--- src/rtl/ptw_pkg.sv ---
package ptw_pkg;

  // Outcome class of one decoded table word
  typedef enum logic [1:0] {
    WK_FAULT = 2'd0,
    WK_LEAF  = 2'd1,
    WK_NEXT  = 2'd2
  } walk_kind_t;

  typedef enum logic [1:0] {
    ST_IDLE = 2'd0,
    ST_LVL1 = 2'd1,
    ST_LVL2 = 2'd2
  } walk_state_t;

endpackage

--- src/rtl/ptw_level_decode.sv ---
module ptw_level_decode
  import ptw_pkg::*;
#(
  parameter int LEVEL         = 1,
  parameter int ADDR_W        = 32,
  parameter int SECT_SHIFT    = 20,
  parameter int LPAGE_SHIFT   = 16,
  parameter int SPAGE_SHIFT   = 12,
  parameter int L2_BASE_SHIFT = 10
) (
  input  logic [ADDR_W-1:0] desc,
  input  logic [ADDR_W-1:0] va,
  output walk_kind_t        kind,
  output logic [ADDR_W-1:0] out_addr
);

  localparam logic [ADDR_W-1:0] ONES = {ADDR_W{1'b1}};

  generate
    if (LEVEL == 1) begin : g_first
      localparam logic [ADDR_W-1:0] SECT_HI   = ONES << SECT_SHIFT;
      localparam logic [ADDR_W-1:0] L2BASE_HI = ONES << L2_BASE_SHIFT;
      localparam int                IDX_W     = SECT_SHIFT - SPAGE_SHIFT;
      localparam logic [ADDR_W-1:0] IDX_MASK  = ~(ONES << IDX_W);

      always_comb begin
        kind     = WK_FAULT;
        out_addr = '0;
        case (desc[1:0])
          2'b10: begin
            kind     = WK_LEAF;
            out_addr = (desc & SECT_HI) | (va & ~SECT_HI);
          end
          2'b01: begin
            kind     = WK_NEXT;
            out_addr = (desc & L2BASE_HI) | (((va >> SPAGE_SHIFT) & IDX_MASK) << 2);
          end
          default: begin
            kind     = WK_FAULT;
            out_addr = '0;
          end
        endcase
      end
    end else begin : g_second
      localparam logic [ADDR_W-1:0] LPAGE_HI = ONES << LPAGE_SHIFT;
      localparam logic [ADDR_W-1:0] SPAGE_HI = ONES << SPAGE_SHIFT;

      always_comb begin
        kind     = WK_FAULT;
        out_addr = '0;
        if (desc[1]) begin
          kind     = WK_LEAF;
          out_addr = (desc & SPAGE_HI) | (va & ~SPAGE_HI);
        end else if (desc[0]) begin
          kind     = WK_LEAF;
          out_addr = (desc & LPAGE_HI) | (va & ~LPAGE_HI);
        end
      end
    end
  endgenerate

endmodule

--- src/rtl/ptw_ctrl.sv ---
module ptw_ctrl
  import ptw_pkg::*;
#(
  parameter int ADDR_W        = 32,
  parameter int SECT_SHIFT    = 20,
  parameter int L1_BASE_ALIGN = 14
) (
  input  logic              clk,
  input  logic              rst,
  input  logic              req_valid,
  input  logic [ADDR_W-1:0] req_va,
  input  logic [ADDR_W-1:0] req_base,
  input  logic              req_write,
  input  logic              mem_valid,
  input  logic              mem_err,
  input  walk_kind_t        l1_kind,
  input  logic [ADDR_W-1:0] l1_addr,
  input  walk_kind_t        l2_kind,
  input  logic [ADDR_W-1:0] l2_addr,
  output logic [ADDR_W-1:0] cur_va,
  output logic              busy,
  output logic              done,
  output logic [ADDR_W-1:0] done_pa,
  output logic              done_fault,
  output logic              done_buserr,
  output logic [ADDR_W-1:0] done_va,
  output logic              done_write,
  output logic              mem_req,
  output logic [ADDR_W-1:0] mem_addr
);

  localparam logic [ADDR_W-1:0] L1_BASE_HI = {ADDR_W{1'b1}} << L1_BASE_ALIGN;

  walk_state_t       st;
  logic              wr_q;
  logic              fin, fin_fault, fin_berr, go_next;
  logic [ADDR_W-1:0] fin_pa;
  logic [ADDR_W-1:0] first_addr;
  walk_kind_t        cur_kind;
  logic [ADDR_W-1:0] cur_addr;

  assign first_addr = (req_base & L1_BASE_HI) | ((req_va >> SECT_SHIFT) << 2);

  always_comb begin
    cur_kind = (st == ST_LVL2) ? l2_kind : l1_kind;
    cur_addr = (st == ST_LVL2) ? l2_addr : l1_addr;
  end

  always_comb begin
    fin       = 1'b0;
    fin_pa    = '0;
    fin_fault = 1'b0;
    fin_berr  = 1'b0;
    go_next   = 1'b0;
    if ((st != ST_IDLE) && mem_valid) begin
      if (mem_err) begin
        fin      = 1'b1;
        fin_berr = 1'b1;
      end else begin
        case (cur_kind)
          WK_LEAF: begin
            fin    = 1'b1;
            fin_pa = cur_addr;
          end
          WK_NEXT: begin
            if (st == ST_LVL1) go_next = 1'b1;
            else begin
              fin       = 1'b1;
              fin_fault = 1'b1;
            end
          end
          default: begin
            fin       = 1'b1;
            fin_fault = 1'b1;
          end
        endcase
      end
    end
  end

  always_ff @(posedge clk) begin
    if (rst) begin
      st          <= ST_IDLE;
      cur_va      <= '0;
      wr_q        <= 1'b0;
      busy        <= 1'b0;
      done        <= 1'b0;
      done_pa     <= '0;
      done_fault  <= 1'b0;
      done_buserr <= 1'b0;
      done_va     <= '0;
      done_write  <= 1'b0;
      mem_req     <= 1'b0;
      mem_addr    <= '0;
    end else begin
      done <= 1'b0;
      case (st)
        ST_IDLE: begin
          if (req_valid) begin
            st       <= ST_LVL1;
            cur_va   <= req_va;
            wr_q     <= req_write;
            busy     <= 1'b1;
            mem_req  <= 1'b1;
            mem_addr <= first_addr;
          end
        end
        default: begin
          if (go_next) begin
            st       <= ST_LVL2;
            mem_addr <= cur_addr;
          end else if (fin) begin
            st          <= ST_IDLE;
            busy        <= 1'b0;
            mem_req     <= 1'b0;
            done        <= 1'b1;
            done_pa     <= fin_pa;
            done_fault  <= fin_fault;
            done_buserr <= fin_berr;
            done_va     <= cur_va;
            done_write  <= wr_q;
          end
        end
      endcase
    end
  end

endmodule

--- src/rtl/ptw_walker.sv ---
module ptw_walker
  import ptw_pkg::*;
#(
  parameter int ADDR_W        = 32,
  parameter int SECT_SHIFT    = 20,
  parameter int LPAGE_SHIFT   = 16,
  parameter int SPAGE_SHIFT   = 12,
  parameter int L2_BASE_SHIFT = 10,
  parameter int L1_BASE_ALIGN = 14
) (
  input  logic              clk,
  input  logic              rst,
  input  logic              req_valid,
  input  logic [ADDR_W-1:0] req_va,
  input  logic [ADDR_W-1:0] req_base,
  input  logic              req_write,
  output logic              busy,
  output logic              done,
  output logic [ADDR_W-1:0] done_pa,
  output logic              done_fault,
  output logic              done_buserr,
  output logic [ADDR_W-1:0] done_va,
  output logic              done_write,
  output logic              mem_req,
  output logic [ADDR_W-1:0] mem_addr,
  input  logic              mem_valid,
  input  logic [ADDR_W-1:0] mem_rdata,
  input  logic              mem_err
);

  walk_kind_t        l1_kind, l2_kind;
  logic [ADDR_W-1:0] l1_addr, l2_addr, cur_va;

  ptw_level_decode #(
    .LEVEL(1), .ADDR_W(ADDR_W), .SECT_SHIFT(SECT_SHIFT), .LPAGE_SHIFT(LPAGE_SHIFT),
    .SPAGE_SHIFT(SPAGE_SHIFT), .L2_BASE_SHIFT(L2_BASE_SHIFT)
  ) u_dec1 (
    .desc(mem_rdata), .va(cur_va), .kind(l1_kind), .out_addr(l1_addr)
  );

  ptw_level_decode #(
    .LEVEL(2), .ADDR_W(ADDR_W), .SECT_SHIFT(SECT_SHIFT), .LPAGE_SHIFT(LPAGE_SHIFT),
    .SPAGE_SHIFT(SPAGE_SHIFT), .L2_BASE_SHIFT(L2_BASE_SHIFT)
  ) u_dec2 (
    .desc(mem_rdata), .va(cur_va), .kind(l2_kind), .out_addr(l2_addr)
  );

  ptw_ctrl #(
    .ADDR_W(ADDR_W), .SECT_SHIFT(SECT_SHIFT), .L1_BASE_ALIGN(L1_BASE_ALIGN)
  ) u_ctrl (
    .clk(clk), .rst(rst),
    .req_valid(req_valid), .req_va(req_va), .req_base(req_base), .req_write(req_write),
    .mem_valid(mem_valid), .mem_err(mem_err),
    .l1_kind(l1_kind), .l1_addr(l1_addr), .l2_kind(l2_kind), .l2_addr(l2_addr),
    .cur_va(cur_va), .busy(busy), .done(done), .done_pa(done_pa),
    .done_fault(done_fault), .done_buserr(done_buserr),
    .done_va(done_va), .done_write(done_write),
    .mem_req(mem_req), .mem_addr(mem_addr)
  );

endmodule

--- config.mk ---
export PLATFORM = sky130hd
export DESIGN_NAME = ptw_walker
export DESIGN_NICKNAME = d
export VERILOG_FILES = /design/src/rtl/ptw_pkg.sv /design/src/rtl/ptw_level_decode.sv /design/src/rtl/ptw_ctrl.sv /design/src/rtl/ptw_walker.sv
export SDC_FILE = /design/constraint.sdc
export NUM_CORES = 1
export LEC_CHECK = 0
export ABC_AREA = 1
export BUFFER_PORTS_ARGS = -buffer_cell sky130_fd_sc_hd__buf_2
export CAP_MARGIN = 25
export CORE_ASPECT_RATIO = 0.6
export CORE_MARGIN = 3
export CORE_UTILIZATION = 41
export DETAILED_ROUTE_END_ITERATION = 7
export PLACE_DENSITY = 0.66
export SLEW_MARGIN = 10
export SYNTH_ARGS = -nofsm -noshare
export SYNTH_HDL_FRONTEND = slang
export SYNTH_SLANG_ARGS = --single-unit
export TNS_END_PERCENT = 10
--- constraint.sdc ---
create_clock -name clk -period 5.4 [get_ports clk]
set_input_delay 1.62 -clock clk [delete_from_list [all_inputs] [get_ports clk]]
set_output_delay 1.62 -clock clk [all_outputs]
set_load 0.05 [all_outputs]
* Word level (Yosys, flattened, before mapping) *
Index checks and enable logic that the tools add are counted.

word-level totals
  bits in registers = 136
  bits of input ports = 102
  output and inout port bits = 102
  logic and storage cells = 74

operators by class
  equal/unequal tests = 8
  mux-type cells = 36
  bitwise gates (word level) = 7
  reduce and logical (&&, ||, !) cells = 12

operators by type and width
  cell                                                 count
  2-to-1 mux 32 bit                                    9
  one-hot mux 32 bit (2 select lines)                  1
  bitwise OR 32 x 10 -> 32 bit                         1
  bitwise OR 32 x 12 -> 32 bit                         1
  bitwise OR 32 x 14 -> 32 bit                         1
  bitwise OR 32 x 16 -> 32 bit                         1
  bitwise OR 32 x 20 -> 32 bit                         1
  2-to-1 mux 1 bit                                     19
  2-to-1 mux 2 bit                                     5
  equality test 2 x 1 -> 1 bit, second input constant  3
  equality test 2 bit, second input constant           3
  AND reduction 2 bit                                  3
  AND reduction 3 bit                                  2
  nonzero test 2 bit                                   3
  != test 2 bit, second input constant                 2
  one-hot mux 2 bit (2 select lines)                   1
  nonzero test 3 bit                                   1
  OR reduction 3 bit                                   1
  logical NOT 2 bit                                    1
  NOT 1 bit                                            2
  one-hot mux 1 bit (2 select lines)                   1
  logical AND 1 bit                                    1

* Depth between registers and ports, before layout *
  depth after elaboration = 10
  depth in mapped cells = 13
  gate-level depth less buffers = 10

* Cells and area by module *
Synthesis repeated with hierarchy kept, for this count alone.

second synthesis, totals
  cell total of the unflattened synthesis = 1,183
  area total of the unflattened synthesis = 7,235.7 µm²

by module, submodules not included
  module                      times used  cells each  area an instance (µm²)  sequential area each (µm²)
  ptw_ctrl                    1           998         6,413.7                 2,722.6
  ptw_level_decode at u_dec1  1           109         509.2                   0.0
  ptw_level_decode at u_dec2  1           76          312.8                   0.0

* Worst setup path before layout *
OpenSTA, ideal clock, no wires.

  path type = in2reg
  start = input port mem_rdata[1]
  end = register u_ctrl.mem_addr[3]
  setup time = 64 ps
  arrival time = 3,062 ps
  required time = 5,336 ps
  slack = 2,274 ps
  stages on the path = 13
  path buffers = 3
  cells stage by stage = buf_2 inv_2 buf_2 ha_1 clkbuf_1 nand2_1 nand2_1 nand3_1 nand2_1 nand2_1 nand2_1 nor2_1 nor2_1

between the ends
  cells in the longest elaborated chain, start to end = 9
  elaborated cells on any way between the ends = 16
  classes of those cells = eq/ne: 3; mux: 11; reduce/logical: 2

RTL lines
  item                                                                        RTL line                text
  start: declaration                                                          ptw_walker.sv:27        input logic [ADDR_W-1:0] mem_rdata,
  equality test 2 x 1 -> 1 bit / equality test 2 bit (equally long branches)  ptw_level_decode.sv:29  case (desc[1:0])
  one-hot mux 2 bit (2 select lines)                                          ptw_level_decode.sv:29
  2-to-1 mux 2 bit                                                            ptw_ctrl.sv:45          cur_kind = (st == ST_LVL2) ? l2_kind : l1_kind;
  equality test 2 bit                                                         ptw_ctrl.sv:60          case (cur_kind)
  2-to-1 mux 1 bit                                                            ptw_ctrl.sv:60
  2-to-1 mux 1 bit                                                            ptw_ctrl.sv:56          if (mem_err) begin
  2-to-1 mux 1 bit                                                            ptw_ctrl.sv:55          if ((st != ST_IDLE) && mem_valid) begin
  nonzero test 2 bit (no source line)                                         n/a
  AND reduction 2 bit (no source line)                                        n/a
  end signal: assignment                                                      ptw_ctrl.sv:105         mem_addr <= first_addr;
  end signal: assignment                                                      ptw_ctrl.sv:111         mem_addr <= cur_addr;
  end: declaration                                                            ptw_ctrl.sv:29          output logic [ADDR_W-1:0] mem_addr

Parallel ways exist; a longest one is shown, timed or not. The select of a mux whose other input is x is not followed.
A chain may end at the register's enable or synchronous reset.

* Final worst setup path *
  start = input port mem_rdata[1]
  end = register u_ctrl.mem_addr[6]

Same word-level chain as after synthesis.

==> impl.org <==
** Hold path
- Class of the most critical hold timing path :: reg2reg

** Layout
- The multi-input combinational cells in the finished layout cover a total of 3250 um^2.
- From synthesis to final layout, the design area changed by 22.4%.
- Fraction of layout instances using a drive strength above 1 :: approximately a fifth
- The final layout contains 1296 nets.
- The layout has approximately 1700 filler cells.
- Post-layout utilization of the core :: about 52%
- Sequential Area :: ~2700 um^2
- Final std cells w/o fill :: about 1400

** STA
- The worst path needs ~3.5 ns of the cycle, external delays included.
- Final hold viol count :: 0
- Upper clock frequency limit :: ~290 MHz
- For the pin with the worst max-slew slack, the measured transition is just under 1 ns.
- After routing, the total negative slack on setup checks comes to 0 ns.
- Layout Skew :: about 0.0098 ns
- Period Utilization, post-route :: between 60% and 70%
- Once routing completed, OpenROAD measured the worst setup slack at 1.90 ns.
- Pins Over Slew Limit :: 0
- Count of final setup violators :: 0
- RSZ-0062 raised after global routing :: false
- Slew margin rel. :: 34.0%
- On the final layout, the worst hold slack is 0.451 ns.

** Routing
- The first detailed-routing pass took 5 iterations.
- Via-per-instance ratio :: approximately 5.0
- Total Wirelength :: approximately 22000 um
- Vias post-DR :: between 7000 and 8000
- After detailed routing, the number of remaining DRC violations is 0.
- In this run the remaining antenna-violating nets after routing total 0.
- Average detailed-routed wire length per instance :: 15.4 um
- The first routing iteration left between 800 and 900 violations.

** Floorplan
- Row generation in the floorplan step produced 35 rows.
- Die Outline Area :: 17900 um^2
- Vertical die dimension :: about 100 um
- Pin placement for this block handled roughly 200 I/O pins.
- Once the floorplan was initialized, standard cells occupied about 43% of the core.
- Horizontal die dimension :: approximately 170 um
- Core box area :: about 16000 um^2

** Worst setup path
- Critical path class :: in2reg
- The worst setup path is captured at a register.
- Critical path data arrival time :: a little under 4 ns
- In this run the worst path has a maximum fanout of 24.
- Launching element type of the critical path :: primary input
- Required time worst endpoint :: 5.76 ns

** Place
- Number of buffer cells added on primary ports :: ~180
- Timing analysis after detailed placement gives a worst setup slack of approximately 1.5 ns.
- Number of placed cells counting well taps :: about 1400
- At the end of routability-driven placement, the weighted congestion stood at between 0.8 and 0.9.
- The HPWL after detailed placement is 14800 um.

** GRT
- Vias in the first global route :: 6127
- The number of antenna violations at the first check in global routing came to 4.
- Wire length of the first global-routing pass :: 33700 um
- Global routing usage summed across all routing layers :: a little under a quarter
- After global routing the overflow that remains totals 0.
- Entering global routing, the biggest net connects 66 pins.

** Yosys
- Mean cell area of the mapped netlist :: about 6.3 um^2
- Share of the synthesized area in the top cell type :: 40.8%
- Yosys printed 0 warnings.
- After technology mapping, the gate count stands at between 1000 and 1500.
- In this run the cell area of the synthesized design comes to 6670 um^2.
- Flip-flop and latch count after synthesis :: 136
- Sequential share of the synthesized area :: 40.8%
- Netlist cell types :: 20
- Largest area contributor in the netlist :: sky130_fd_sc_hd__dfxtp_1
- In the post-synthesis netlist, the biggest area contributors are sky130_fd_sc_hd__dfxtp_1, sky130_fd_sc_hd__nand2_1, sky130_fd_sc_hd__nand3_1.
- Mapped Nets :: roughly 1200

** CTS
- # H-tree levels :: 4
- TritonCTS clock tree :: built
- The clock reaches the later pin of the worst-skew pair after about 0.42 ns.
- Num Clock Sinks :: around 140
- After clock tree synthesis, the clock-pin slew on the worst setup and hold paths is around 0.070 ns.
- Total CTS buffers :: 17
- Once the clock tree was built, the resizer swapped 0 gates to a different size.
- The cell sitting at the root of the clock tree is a sky130_fd_sc_hd__clkbuf_16.
- Number of setup buffers added after CTS :: 0
- In this run, post-CTS hold repair placed 0 buffers.
- In this run the deepest clock path goes through 2 buffers.

** Status
- The run finished with clean final reports.

** Power
- Peak supply drop :: between 150 and 200 uV
- Power Dens Cells :: roughly 350 nW/um^2
- Leakage dissipation :: ~4.3 nW

** Run
- Max-cap violations :: 0
-- final timing paths --
check | start | end | slack, ns | depth (start not counted)
max | mem_rdata[1] | u_ctrl.mem_addr[6] | 1.90 | 11
min | u_ctrl.done_va[1] | u_ctrl.done_va[1] | 0.45 | 2
max reg2reg | u_ctrl.st[0] | u_ctrl.mem_addr[5] | 3.14 | 8
min reg2reg | u_ctrl.done_va[1] | u_ctrl.done_va[1] | 0.45 | 2
-- registers in the layout (all words and copies together) (netlist names) --
| name | count |
|---|---|
| u_ctrl.done | 1 |
| u_ctrl.mem_req | 1 |
| u_ctrl.done_va | 32 |
| u_ctrl.done_fault | 1 |
| u_ctrl.cur_va | 32 |
| u_ctrl.st | 2 |
| u_ctrl.done_write | 1 |
| u_ctrl.done_pa | 32 |
| u_ctrl.done_buserr | 1 |
| u_ctrl.wr_q | 1 |
| u_ctrl.mem_addr | 32 |
-- area by class of cell --
| type | count | area share [%] |
|---|---|---|
| repair buffers | 192 | 12.4 |
| clock inverters | 15 | 1.84 |
| diodes | 2 | 0.0613 |
| flip-flops and latches | 136 | 33.3 |
| clock buffers | 17 | 5.21 |
| well taps | 203 | 3.11 |
| inverters | 93 | 4.31 |
| multi-input cells | 752 | 39.8 |
-- kinds of logic (layout without fill, tap and decap cells) --
kind of cell | after synthesis | after routing | share of synthesized area, %
buf+inv | 171 | 317 | 10.6
simple gates | 680 | 680 | 42.9
flops | 136 | 136 | 40.8
fa+ha+maj | 2 | 2 | 0.375
compound gates | 70 | 70 | 5.25
other cells | 0 | 2 | 0
-- power by group --
part	leakage (nW)	total (mW)	switching, mW	internal, mW
registers	1.11	1.12	0.0472	1.07
logic	2.92	0.627	0.470	0.157
clock network	0.281	1.15	0.528	0.618
total	4.31	2.89	1.05	1.85
-- stage by stage --
step	power [mW]	area [um^2]
6_report	2.89	8160
5_1_grt	3.02	8160
4_1_cts	2.90	8160
3_5_place_dp	1.77	7580
3_3_place_gp	1.76	7550
2_1_floorplan	1.60	6670
-- critical path, stage by stage --
cell and delay [ns]:
sky130_fd_sc_hd__buf_2 0.31, sky130_fd_sc_hd__ha_1 0.85, sky130_fd_sc_hd__buf_4 0.29, sky130_fd_sc_hd__nand2_1 0.06, sky130_fd_sc_hd__nand2_1 0.07, sky130_fd_sc_hd__nand3_1 0.06
sky130_fd_sc_hd__nand2_1 0.18, sky130_fd_sc_hd__nand2_1 0.13, sky130_fd_sc_hd__nand2_1 0.12, sky130_fd_sc_hd__nor2_1 0.05, sky130_fd_sc_hd__nor2_1 0.10
-- cells in the mapped netlist, drive strengths merged --
library cell	count
inv	93
o21ai	68
buf	43
ha	2
clkbuf	35
nand2	337
a21oi	2
nor2	143
dfxtp	136
nand4	33
nand3	167
-- metal layers --
layer	global-route usage, %	wire, um	up-vias
li1	-	-	3609
met1	38.0	11100	3206
met2	31.7	8420	261
met3	6.05	1880	23
met4	4.69	181	6
met5	0	39	-
-- placed cells by master (no fill, tap or decap) --
cell	count
sky130_fd_sc_hd__inv_1	85
sky130_fd_sc_hd__clkinv_2	1
sky130_fd_sc_hd__clkinv_8	1
sky130_fd_sc_hd__dfxtp_1	136
sky130_fd_sc_hd__nand2_1	334
sky130_fd_sc_hd__nor2_1	139
sky130_fd_sc_hd__clkbuf_16	17
sky130_fd_sc_hd__o21ai_1	30
sky130_fd_sc_hd__ha_1	2
sky130_fd_sc_hd__nor2_4	1
sky130_fd_sc_hd__buf_8	1
sky130_fd_sc_hd__inv_4	1
sky130_fd_sc_hd__inv_2	7
sky130_fd_sc_hd__nand3_1	166
sky130_fd_sc_hd__a21oi_1	2
sky130_fd_sc_hd__o21ai_0	38
sky130_fd_sc_hd__nor2_2	3
sky130_fd_sc_hd__nand2_2	3
sky130_fd_sc_hd__buf_2	181
sky130_fd_sc_hd__inv_6	4
sky130_fd_sc_hd__nand4_1	33
sky130_fd_sc_hd__diode_2	2
sky130_fd_sc_hd__nand3_2	1
sky130_fd_sc_hd__inv_8	7
sky130_fd_sc_hd__buf_12	1
sky130_fd_sc_hd__buf_4	9
sky130_fd_sc_hd__clkinvlp_4	2
No activity file was read; power rests on OpenSTA's default activity.
